`config.mk`:
```
export PLATFORM = sky130hd
export DESIGN_NAME = dring_pipe
export DESIGN_NICKNAME = d
export VERILOG_FILES = /design/src/rtl/dring_pkg.sv /design/src/rtl/dring_regs.sv /design/src/rtl/dring_ptr.sv /design/src/rtl/dring_fsm.sv /design/src/rtl/dring_pipe.sv
export SDC_FILE = /design/constraint.sdc
export NUM_CORES = 1
export LEC_CHECK = 0
export CAP_MARGIN = 20
export CORE_MARGIN = 2
export CORE_UTILIZATION = 47
export CTS_CLUSTER_DIAMETER = 100
export DETAILED_ROUTE_END_ITERATION = 16
export HOLD_SLACK_MARGIN = 0.12
export PLACE_DENSITY = 0.77
export SYNTH_ARGS = -nofsm -noshare
export SYNTH_HDL_FRONTEND = slang
export SYNTH_SLANG_ARGS = --single-unit
```
`constraint.sdc`:
```
create_clock -name clk -period 3.3 [get_ports clk]
set_clock_uncertainty 0.05 [all_clocks]
set_input_delay 0.66 -clock clk [delete_from_list [all_inputs] [get_ports clk]]
set_output_delay 0.66 -clock clk [all_outputs]
set_load 0.02 [all_outputs]
```
`src/rtl/dring_pkg.sv`:
```
package dring_pkg;
  localparam int DESC_BYTES   = 8;
  localparam int FLAG_INT_BIT = 15;
  localparam int FLAG_EOT_BIT = 14;
  localparam int FLAG_EOB_BIT = 13;
  localparam int CTRL_EN_BIT  = 1;
  localparam int CTRL_DIR_BIT = 3;

  localparam logic [2:0] RIDX_CTRL  = 3'd0;
  localparam logic [2:0] RIDX_RST   = 3'd1;
  localparam logic [2:0] RIDX_HALT  = 3'd2;
  localparam logic [2:0] RIDX_BASE  = 3'd3;
  localparam logic [2:0] RIDX_SIZE  = 3'd4;
  localparam logic [2:0] RIDX_PROD  = 3'd5;
  localparam logic [2:0] RIDX_CONS  = 3'd6;

  typedef enum logic [1:0] {ST_IDLE, ST_FETCH, ST_XFER, ST_DONE} pipe_state_e;
endpackage

```
`src/rtl/dring_regs.sv`:
```
module dring_regs
  import dring_pkg::*;
#(
  parameter int AW = 32,
  parameter int OW = 16,
  parameter int DW = 32
) (
  input  logic          clk,
  input  logic          rst_n,
  input  logic          wr_en,
  input  logic [2:0]    addr,
  input  logic [DW-1:0] wdata,
  input  logic [OW-1:0] cons_ofs,
  output logic [DW-1:0] rdata,
  output logic          enable,
  output logic          dir,
  output logic          halt,
  output logic [AW-1:0] base,
  output logic [OW-1:0] size,
  output logic [OW-1:0] prod,
  output logic          soft_clr
);
  logic          en_q, en_d, dir_q, dir_d, rst_q, rst_d, halt_q, halt_d;
  logic [AW-1:0] base_q, base_d;
  logic [OW-1:0] size_q, size_d, prod_q, prod_d;

  always_comb begin
    en_d   = en_q;
    dir_d  = dir_q;
    rst_d  = rst_q;
    halt_d = halt_q;
    base_d = base_q;
    size_d = size_q;
    prod_d = prod_q;
    if (rst_q) begin
      en_d   = 1'b0;
      dir_d  = 1'b0;
      halt_d = 1'b0;
      base_d = '0;
      size_d = '0;
      prod_d = '0;
      if (wr_en && addr == RIDX_RST) rst_d = wdata[0];
    end else if (wr_en) begin
      unique case (addr)
        RIDX_CTRL: begin
          en_d  = wdata[CTRL_EN_BIT];
          dir_d = wdata[CTRL_DIR_BIT];
        end
        RIDX_RST:  rst_d  = wdata[0];
        RIDX_HALT: halt_d = wdata[0];
        RIDX_BASE: base_d = {wdata[AW-1:3], 3'b000};
        RIDX_SIZE: size_d = {wdata[OW-1:3], 3'b000};
        RIDX_PROD: prod_d = {wdata[OW-1:3], 3'b000};
        default: ;
      endcase
    end
  end

  always_ff @(posedge clk or negedge rst_n) begin
    if (!rst_n) begin
      en_q   <= 1'b0;
      dir_q  <= 1'b0;
      rst_q  <= 1'b0;
      halt_q <= 1'b0;
      base_q <= '0;
      size_q <= '0;
      prod_q <= '0;
    end else begin
      en_q   <= en_d;
      dir_q  <= dir_d;
      rst_q  <= rst_d;
      halt_q <= halt_d;
      base_q <= base_d;
      size_q <= size_d;
      prod_q <= prod_d;
    end
  end

  always_comb begin
    rdata = '0;
    unique case (addr)
      RIDX_CTRL: begin
        rdata[CTRL_EN_BIT]  = en_q;
        rdata[CTRL_DIR_BIT] = dir_q;
      end
      RIDX_RST:  rdata[0] = rst_q;
      RIDX_HALT: rdata[0] = halt_q;
      RIDX_BASE: rdata = DW'(base_q);
      RIDX_SIZE: rdata = DW'(size_q);
      RIDX_PROD: rdata = DW'(prod_q);
      RIDX_CONS: rdata = DW'(cons_ofs);
      default:   rdata = '0;
    endcase
  end

  assign enable   = en_q;
  assign dir      = dir_q;
  assign halt     = halt_q;
  assign base     = base_q;
  assign size     = size_q;
  assign prod     = prod_q;
  assign soft_clr = rst_q;

  // while the pipe is held in reset, a write to another register changes nothing
  a_r9_regs_held: assert property (@(posedge clk) disable iff (!rst_n)
    (rst_q && rst_d) |=> (base_q == '0 && prod_q == '0 && !en_q && !halt_q));
endmodule

```
`src/rtl/dring_ptr.sv`:
```
module dring_ptr
  import dring_pkg::*;
#(
  parameter int OW = 16
) (
  input  logic          clk,
  input  logic          rst_n,
  input  logic          clr,
  input  logic          advance,
  input  logic [OW-1:0] size,
  output logic [OW-1:0] cons
);
  logic [OW-1:0] cons_q, cons_d;
  logic [OW:0]   stepped;

  assign stepped = {1'b0, cons_q} + (OW+1)'(DESC_BYTES);

  always_comb begin
    cons_d = cons_q;
    if (clr)
      cons_d = '0;
    else if (advance)
      cons_d = (stepped >= {1'b0, size}) ? '0 : stepped[OW-1:0];
  end

  always_ff @(posedge clk or negedge rst_n) begin
    if (!rst_n) cons_q <= '0;
    else        cons_q <= cons_d;
  end

  assign cons = cons_q;

  // each completion either steps by one descriptor or wraps to zero
  a_r3_step_or_wrap: assert property (@(posedge clk) disable iff (!rst_n)
    (advance && !clr) |=> (cons_q == '0 || cons_q == $past(cons_q) + OW'(DESC_BYTES)));
  // offsets stay descriptor aligned
  a_r3_aligned: assert property (@(posedge clk) disable iff (!rst_n)
    cons_q[2:0] == 3'b000);
endmodule

```
`src/rtl/dring_fsm.sv`:
```
module dring_fsm
  import dring_pkg::*;
#(
  parameter int AW = 32,
  parameter int OW = 16,
  parameter int LW = 16
) (
  input  logic          clk,
  input  logic          rst_n,
  input  logic          clr,
  input  logic          start,
  input  logic [AW-1:0] base,
  input  logic [OW-1:0] cons,
  output logic          desc_req,
  output logic [AW-1:0] desc_addr,
  input  logic          desc_ack,
  input  logic [63:0]   desc_data,
  output logic          xfer_req,
  output logic [AW-1:0] xfer_addr,
  output logic [LW-1:0] xfer_len,
  input  logic          xfer_ack,
  output logic          done,
  output logic          irq,
  output logic          eot,
  output logic          eob
);
  pipe_state_e   state_q, state_d;
  logic          capture;
  logic [AW-1:0] addr_q;
  logic [LW-1:0] len_q;
  logic [15:0]   flags_q;
  logic [LW-1:0] fetched_len;

  assign fetched_len = desc_data[32 +: LW];

  always_comb begin
    state_d = state_q;
    capture = 1'b0;
    unique case (state_q)
      ST_IDLE:  if (start) state_d = ST_FETCH;
      ST_FETCH: if (desc_ack) begin
        capture = 1'b1;
        state_d = (fetched_len == '0) ? ST_DONE : ST_XFER;
      end
      ST_XFER:  if (xfer_ack) state_d = ST_DONE;
      ST_DONE:  state_d = ST_IDLE;
      default:  state_d = ST_IDLE;
    endcase
    if (clr) begin
      state_d = ST_IDLE;
      capture = 1'b0;
    end
  end

  always_ff @(posedge clk or negedge rst_n) begin
    if (!rst_n) state_q <= ST_IDLE;
    else        state_q <= state_d;
  end

  always_ff @(posedge clk or negedge rst_n) begin
    if (!rst_n) begin
      addr_q  <= '0;
      len_q   <= '0;
      flags_q <= '0;
    end else if (capture) begin
      addr_q  <= desc_data[AW-1:0];
      len_q   <= fetched_len;
      flags_q <= desc_data[63:48];
    end
  end

  assign desc_req  = (state_q == ST_FETCH);
  assign desc_addr = base + AW'(cons);
  assign xfer_req  = (state_q == ST_XFER);
  assign xfer_addr = addr_q;
  assign xfer_len  = len_q;
  assign done      = (state_q == ST_DONE);
  assign irq       = done && flags_q[FLAG_INT_BIT];
  assign eot       = done && flags_q[FLAG_EOT_BIT];
  assign eob       = done && flags_q[FLAG_EOB_BIT];

  // completion only in the cycle after a closing acknowledge
  a_r6_done_after_ack: assert property (@(posedge clk) disable iff (!rst_n)
    done |-> $past((xfer_req && xfer_ack) || (desc_req && desc_ack)));
  // never a transfer request for an empty descriptor
  a_r5_no_empty_xfer: assert property (@(posedge clk) disable iff (!rst_n)
    xfer_req |-> (xfer_len != '0));
  // request fields hold until acknowledged
  a_r1_xfer_held: assert property (@(posedge clk) disable iff (!rst_n)
    (xfer_req && !xfer_ack && !clr) |=> (xfer_req && $stable(xfer_addr) && $stable(xfer_len)));
endmodule

```
`src/rtl/dring_pipe.sv`:
```
module dring_pipe
  import dring_pkg::*;
#(
  parameter int AW = 32,
  parameter int OW = 16,
  parameter int LW = 16,
  parameter int DW = 32
) (
  input  logic          clk,
  input  logic          rst_n,
  input  logic          reg_wr,
  input  logic [2:0]    reg_addr,
  input  logic [DW-1:0] reg_wdata,
  output logic [DW-1:0] reg_rdata,
  output logic          desc_req,
  output logic [AW-1:0] desc_addr,
  input  logic          desc_ack,
  input  logic [63:0]   desc_data,
  output logic          xfer_req,
  output logic [AW-1:0] xfer_addr,
  output logic [LW-1:0] xfer_len,
  output logic          xfer_dir,
  input  logic          xfer_ack,
  output logic          desc_done,
  output logic          irq_pulse,
  output logic          eot_pulse,
  output logic          eob_pulse
);
  logic          enable, halt, soft_clr, start;
  logic [AW-1:0] base;
  logic [OW-1:0] size, prod, cons;

  dring_regs #(.AW(AW), .OW(OW), .DW(DW)) u_regs (
    .clk(clk), .rst_n(rst_n), .wr_en(reg_wr), .addr(reg_addr), .wdata(reg_wdata),
    .cons_ofs(cons), .rdata(reg_rdata), .enable(enable), .dir(xfer_dir), .halt(halt),
    .base(base), .size(size), .prod(prod), .soft_clr(soft_clr)
  );

  dring_ptr #(.OW(OW)) u_ptr (
    .clk(clk), .rst_n(rst_n), .clr(soft_clr), .advance(desc_done),
    .size(size), .cons(cons)
  );

  assign start = enable && !halt && !soft_clr && (cons != prod);

  dring_fsm #(.AW(AW), .OW(OW), .LW(LW)) u_fsm (
    .clk(clk), .rst_n(rst_n), .clr(soft_clr), .start(start), .base(base), .cons(cons),
    .desc_req(desc_req), .desc_addr(desc_addr), .desc_ack(desc_ack), .desc_data(desc_data),
    .xfer_req(xfer_req), .xfer_addr(xfer_addr), .xfer_len(xfer_len), .xfer_ack(xfer_ack),
    .done(desc_done), .irq(irq_pulse), .eot(eot_pulse), .eob(eob_pulse)
  );

  // a halted idle pipe starts no fetch
  a_r8_halt_blocks_fetch: assert property (@(posedge clk) disable iff (!rst_n)
    (halt && !desc_req && !xfer_req && !desc_done) |=> !desc_req);
  // a disabled idle pipe starts no fetch
  a_r7_disabled_idle: assert property (@(posedge clk) disable iff (!rst_n)
    (!enable && !desc_req && !xfer_req && !desc_done) |=> !desc_req);
  // equal offsets keep the idle pipe idle
  a_r3_idle_when_equal: assert property (@(posedge clk) disable iff (!rst_n)
    (cons == prod && !desc_req && !xfer_req && !desc_done) |=> !desc_req);
  // pipe reset clears the consumer offset and all requests
  a_r9_pipe_reset: assert property (@(posedge clk) disable iff (!rst_n)
    soft_clr |=> (cons == '0 && !desc_req && !xfer_req));
endmodule

```
==> results.yml <==
status:
  status: "finished with violations"
  violations: "setup timing"
floorplan:
  die-height_um: 127
  io_pins: 223
  rows: 44
  core_mm2: 0.0146
  dieWidth_um: 127
  die_area_mm2: 0.0161
  start_util: 0.486
cts:
  cts_hold_buf: 0
  clk_latency_ns: 0.42
  cts-root-buf: "clkbuf_16"
  cts-buffers-inserted: 17
  cts.clk_slew.worst_paths_ns: 0.06
  cts_tree: "built"
  clock_sinks: 125
  htreeDepth: 4
  clockBufferDepth: 2
grt:
  grt_max_degree: 61
  grt_pass1_vias: 6502
  gr-usage-all-layers: 0.267
  antenna_found_initial: 0
  gr-total-overflow: 0
  grt_pass1_wl_um: 33800
layout:
  n_antenna_cell: 0
  layout.nets: 1147
  seq_area_mm2: 0.00313
  drive_gt1_frac: 0.207
  multi_input_area_mm2: 0.00389
  syn_to_final_growth_pct: 47.8
  fill_cells: 1097
  fin_cells: 1208
routing:
  drt-pass1-iter-count: 5
  ant_nets: 0
  met1_length_um: 8880
  met2_length_um: 10200
  met3_length_um: 2120
  viasPerCell: 5.50
  routed.top_layer: "met4"
  drc_errors: 0
  via_count: 6638
  wire_per_inst_um: 17.9
  dr.first_iter.drc_count: 397
  routed_wl_um: 21600
placement:
  place_congestion: 0.877
  dp_cells: 1171
  port_buffers: 204
  dp_slack_ns: -0.247
  post-dp-hpwl_um: 15700
setup_path:
  path_class: "reg -> out"
  path_cells: "ha_4, inv_2, fa_2, nor2b_4, o2111ai_2, nand3_2, a31oi_4, o21bai_1, buf_4, nand4_1, xnor2_1, buf_4"
  worstPathArrival_ns: 2.82
  worstPathRequired_ns: 2.59
  slowest_delay_ns: 0.41
  reg2reg_depth: 15
  start_kind: "flip-flop"
  cp_max_fo: 8
  critical_path.most_common_cell: "buf_4"
  slowest_stage: "fa_2"
  rrSetupSlack_ns: 0.17
  r2r-start: "u_ptr.cons[3]"
  crit_path_end_kind: "output port"
  timing.rr.end: "u_ptr.cons[3]"
sta:
  hold_violations: 0
  period_needed_ns: 3.53
  worst_pin_slew_ns: 0.924
  slew_headroom: 0.382
  post-route-period-util: 1.07
  max_clock_freq_mhz: 284
  setup_viol: 8
  finalWorstSetupSlack_ns: -0.226
  slew_viol_final: 0
  rsz0062_at_grt: "yes"
power:
  power_density_mw_per_mm2: 572
  leakage_nw: 5.07
  peakVddDrop_mv: 0.513
synth:
  async_reset_ff_frac: 1.00
  yosysSeqAreaShare: 0.440
  synth_warnings: 0
  yosysTopAreaCell: "dfrtp_1"
  netlist_area_mm2: 0.00711
  synth_ff_type: "dfrtp_1"
  synth_edf_count: 0
  yosysMostFrequentCell: "nand2_1"
  synth_top_cell_area_share: 0.440
  synth.distinct_cells: 51
  synth_seq_cells: 125
  synth_cells: 765
  synth_commonest_cells: "nand2_1 (161), dfrtp_1 (125), a21oi_1 (73), mux2_2 (53)"
  syn_avg_cell_area_um2: 9.29
  synth_area_leaders: "dfrtp_1 (44%), nand2_1 (8.5%), mux2_2 (8.4%), ha_1 (5.5%), a21oi_1 (5.1%)"
job:
  cap_viol_max_count: 0
min_path:
  hp-class: "in -> async"
## what timing repair did
action	CTS	global route
cloned	0	0
pin swaps	12	24
setup endpoints to repair	27	45
setup buffers	3	3
gates resized for setup	122	47
## logic make-up after synthesis
family,share of synthesized area
xor gates and xnor gates,0.0591
and+or+nand+nor,0.175
adders and majority gates,0.0574
buffers and inverters,0.0445
muxes,0.105
AOI/OAI and AO/OA,0.118
DFF,0.440
other,0.000527
## metal layers
layer / track usage / vias to the layer above
met2: 0.420 / 325
li1: - / 3115
met4: 0.0950 / 0
met3: 0.0787 / 33
met1: 0.355 / 3165
met5: 0 / -
## cell usage in the layout (no fill, tap or decap), types with 6 or more instances in the layout
| cell | count |
|---|---|
| nor4_1 | 7 |
| nand4_1 | 7 |
| a22o_1 | 11 |
| ha_1 | 28 |
| nor2_1 | 21 |
| xor2_1 | 16 |
| dfrtp_1 | 124 |
| nand3_1 | 12 |
| inv_1 | 28 |
| inv_6 | 6 |
| clkbuf_16 | 17 |
| a21o_1 | 9 |
| mux2_2 | 53 |
| nand2b_1 | 6 |
| dlymetal6s2s_1 | 12 |
| and3_1 | 24 |
| nand3_2 | 6 |
| xnor2_1 | 27 |
| nand2_1 | 160 |
| mux2i_1 | 15 |
| a21oi_1 | 71 |
| clkdlybuf4s50_1 | 165 |
| buf_4 | 79 |
| o21ai_0 | 17 |
| dlygate4sd2_1 | 6 |
## final cells by class
class                           instances  area share
Multi-Input combinational cell        567       0.370
Sequential cell                       125       0.298
Timing Repair Buffer                  271       0.243
Clock buffer                           19      0.0422
Tap cell                              184      0.0219
Clock inverter                         13      0.0146
Inverter                               29      0.0104
## critical path: cells and delay by family (launching register included)
family          cells  cell delay (ns)
compound gates      3             0.42
xor+xnor            1             0.17
fa+ha+maj           2             0.59
buf+inv             3             0.41
flops               1             0.39
simple gates        3             0.39
## worst max path at each step
stage	from	endpoint	slack [ns]	cells after the start
after floorplan	u_ptr.cons[3]	desc_addr[19]	0.06	10
after global placement	u_regs.base[4]	desc_addr[30]	-0.21	9
after detailed placement	u_regs.base[4]	desc_addr[30]	-0.25	9
after CTS	u_ptr.cons[3]	desc_addr[19]	-0.09	12
after global routing	u_regs.base[3]	desc_addr[21]	-0.36	12
final	u_regs.base[3]	desc_addr[19]	-0.23	12
## stage by stage
| step | instance area (um2) | utilization | TNS [ns] | hold slack, ns | total power, mW |
|---|---|---|---|---|---|
| 4_1_cts | 10300 | 0.706 | -0.628 | 0.287 | 6.03 |
| 5_1_grt | 10500 | 0.718 | -3.19 | 0.332 | 6.27 |
| 6_report | 10500 | 0.718 | -1.61 | 0.258 | 6.01 |
| 3_5_place_dp | 9700 | 0.662 | -2.95 | 0.438 | 4.14 |
| 3_3_place_gp | 9700 | 0.662 | -2.44 | 0.433 | 4.10 |
| 2_1_floorplan | 7120 | - | 0 | 0.314 | 3.10 |
## where the power goes
part / internal (mW) / leakage (nW) / switching (mW)
clock network: 1.15 / 0.286 / 0.731
logic: 1.02 / 3.15 / 0.971
registers: 1.91 / 1.64 / 0.233
## sequential cells by signal, summed over array words and instances, names as in the netlist
signal / cells
u_regs.soft_clr: 1
u_regs.base: 29
u_regs.prod: 13
u_fsm.flags_q: 3
u_regs.enable: 1
u_fsm.xfer_len: 16
u_regs.size: 13
u_fsm.xfer_addr: 32
u_fsm.state_q: 2
u_regs.dir: 1
u_ptr.cons: 13
u_regs.halt: 1
(Power assumes the default switching activity.)
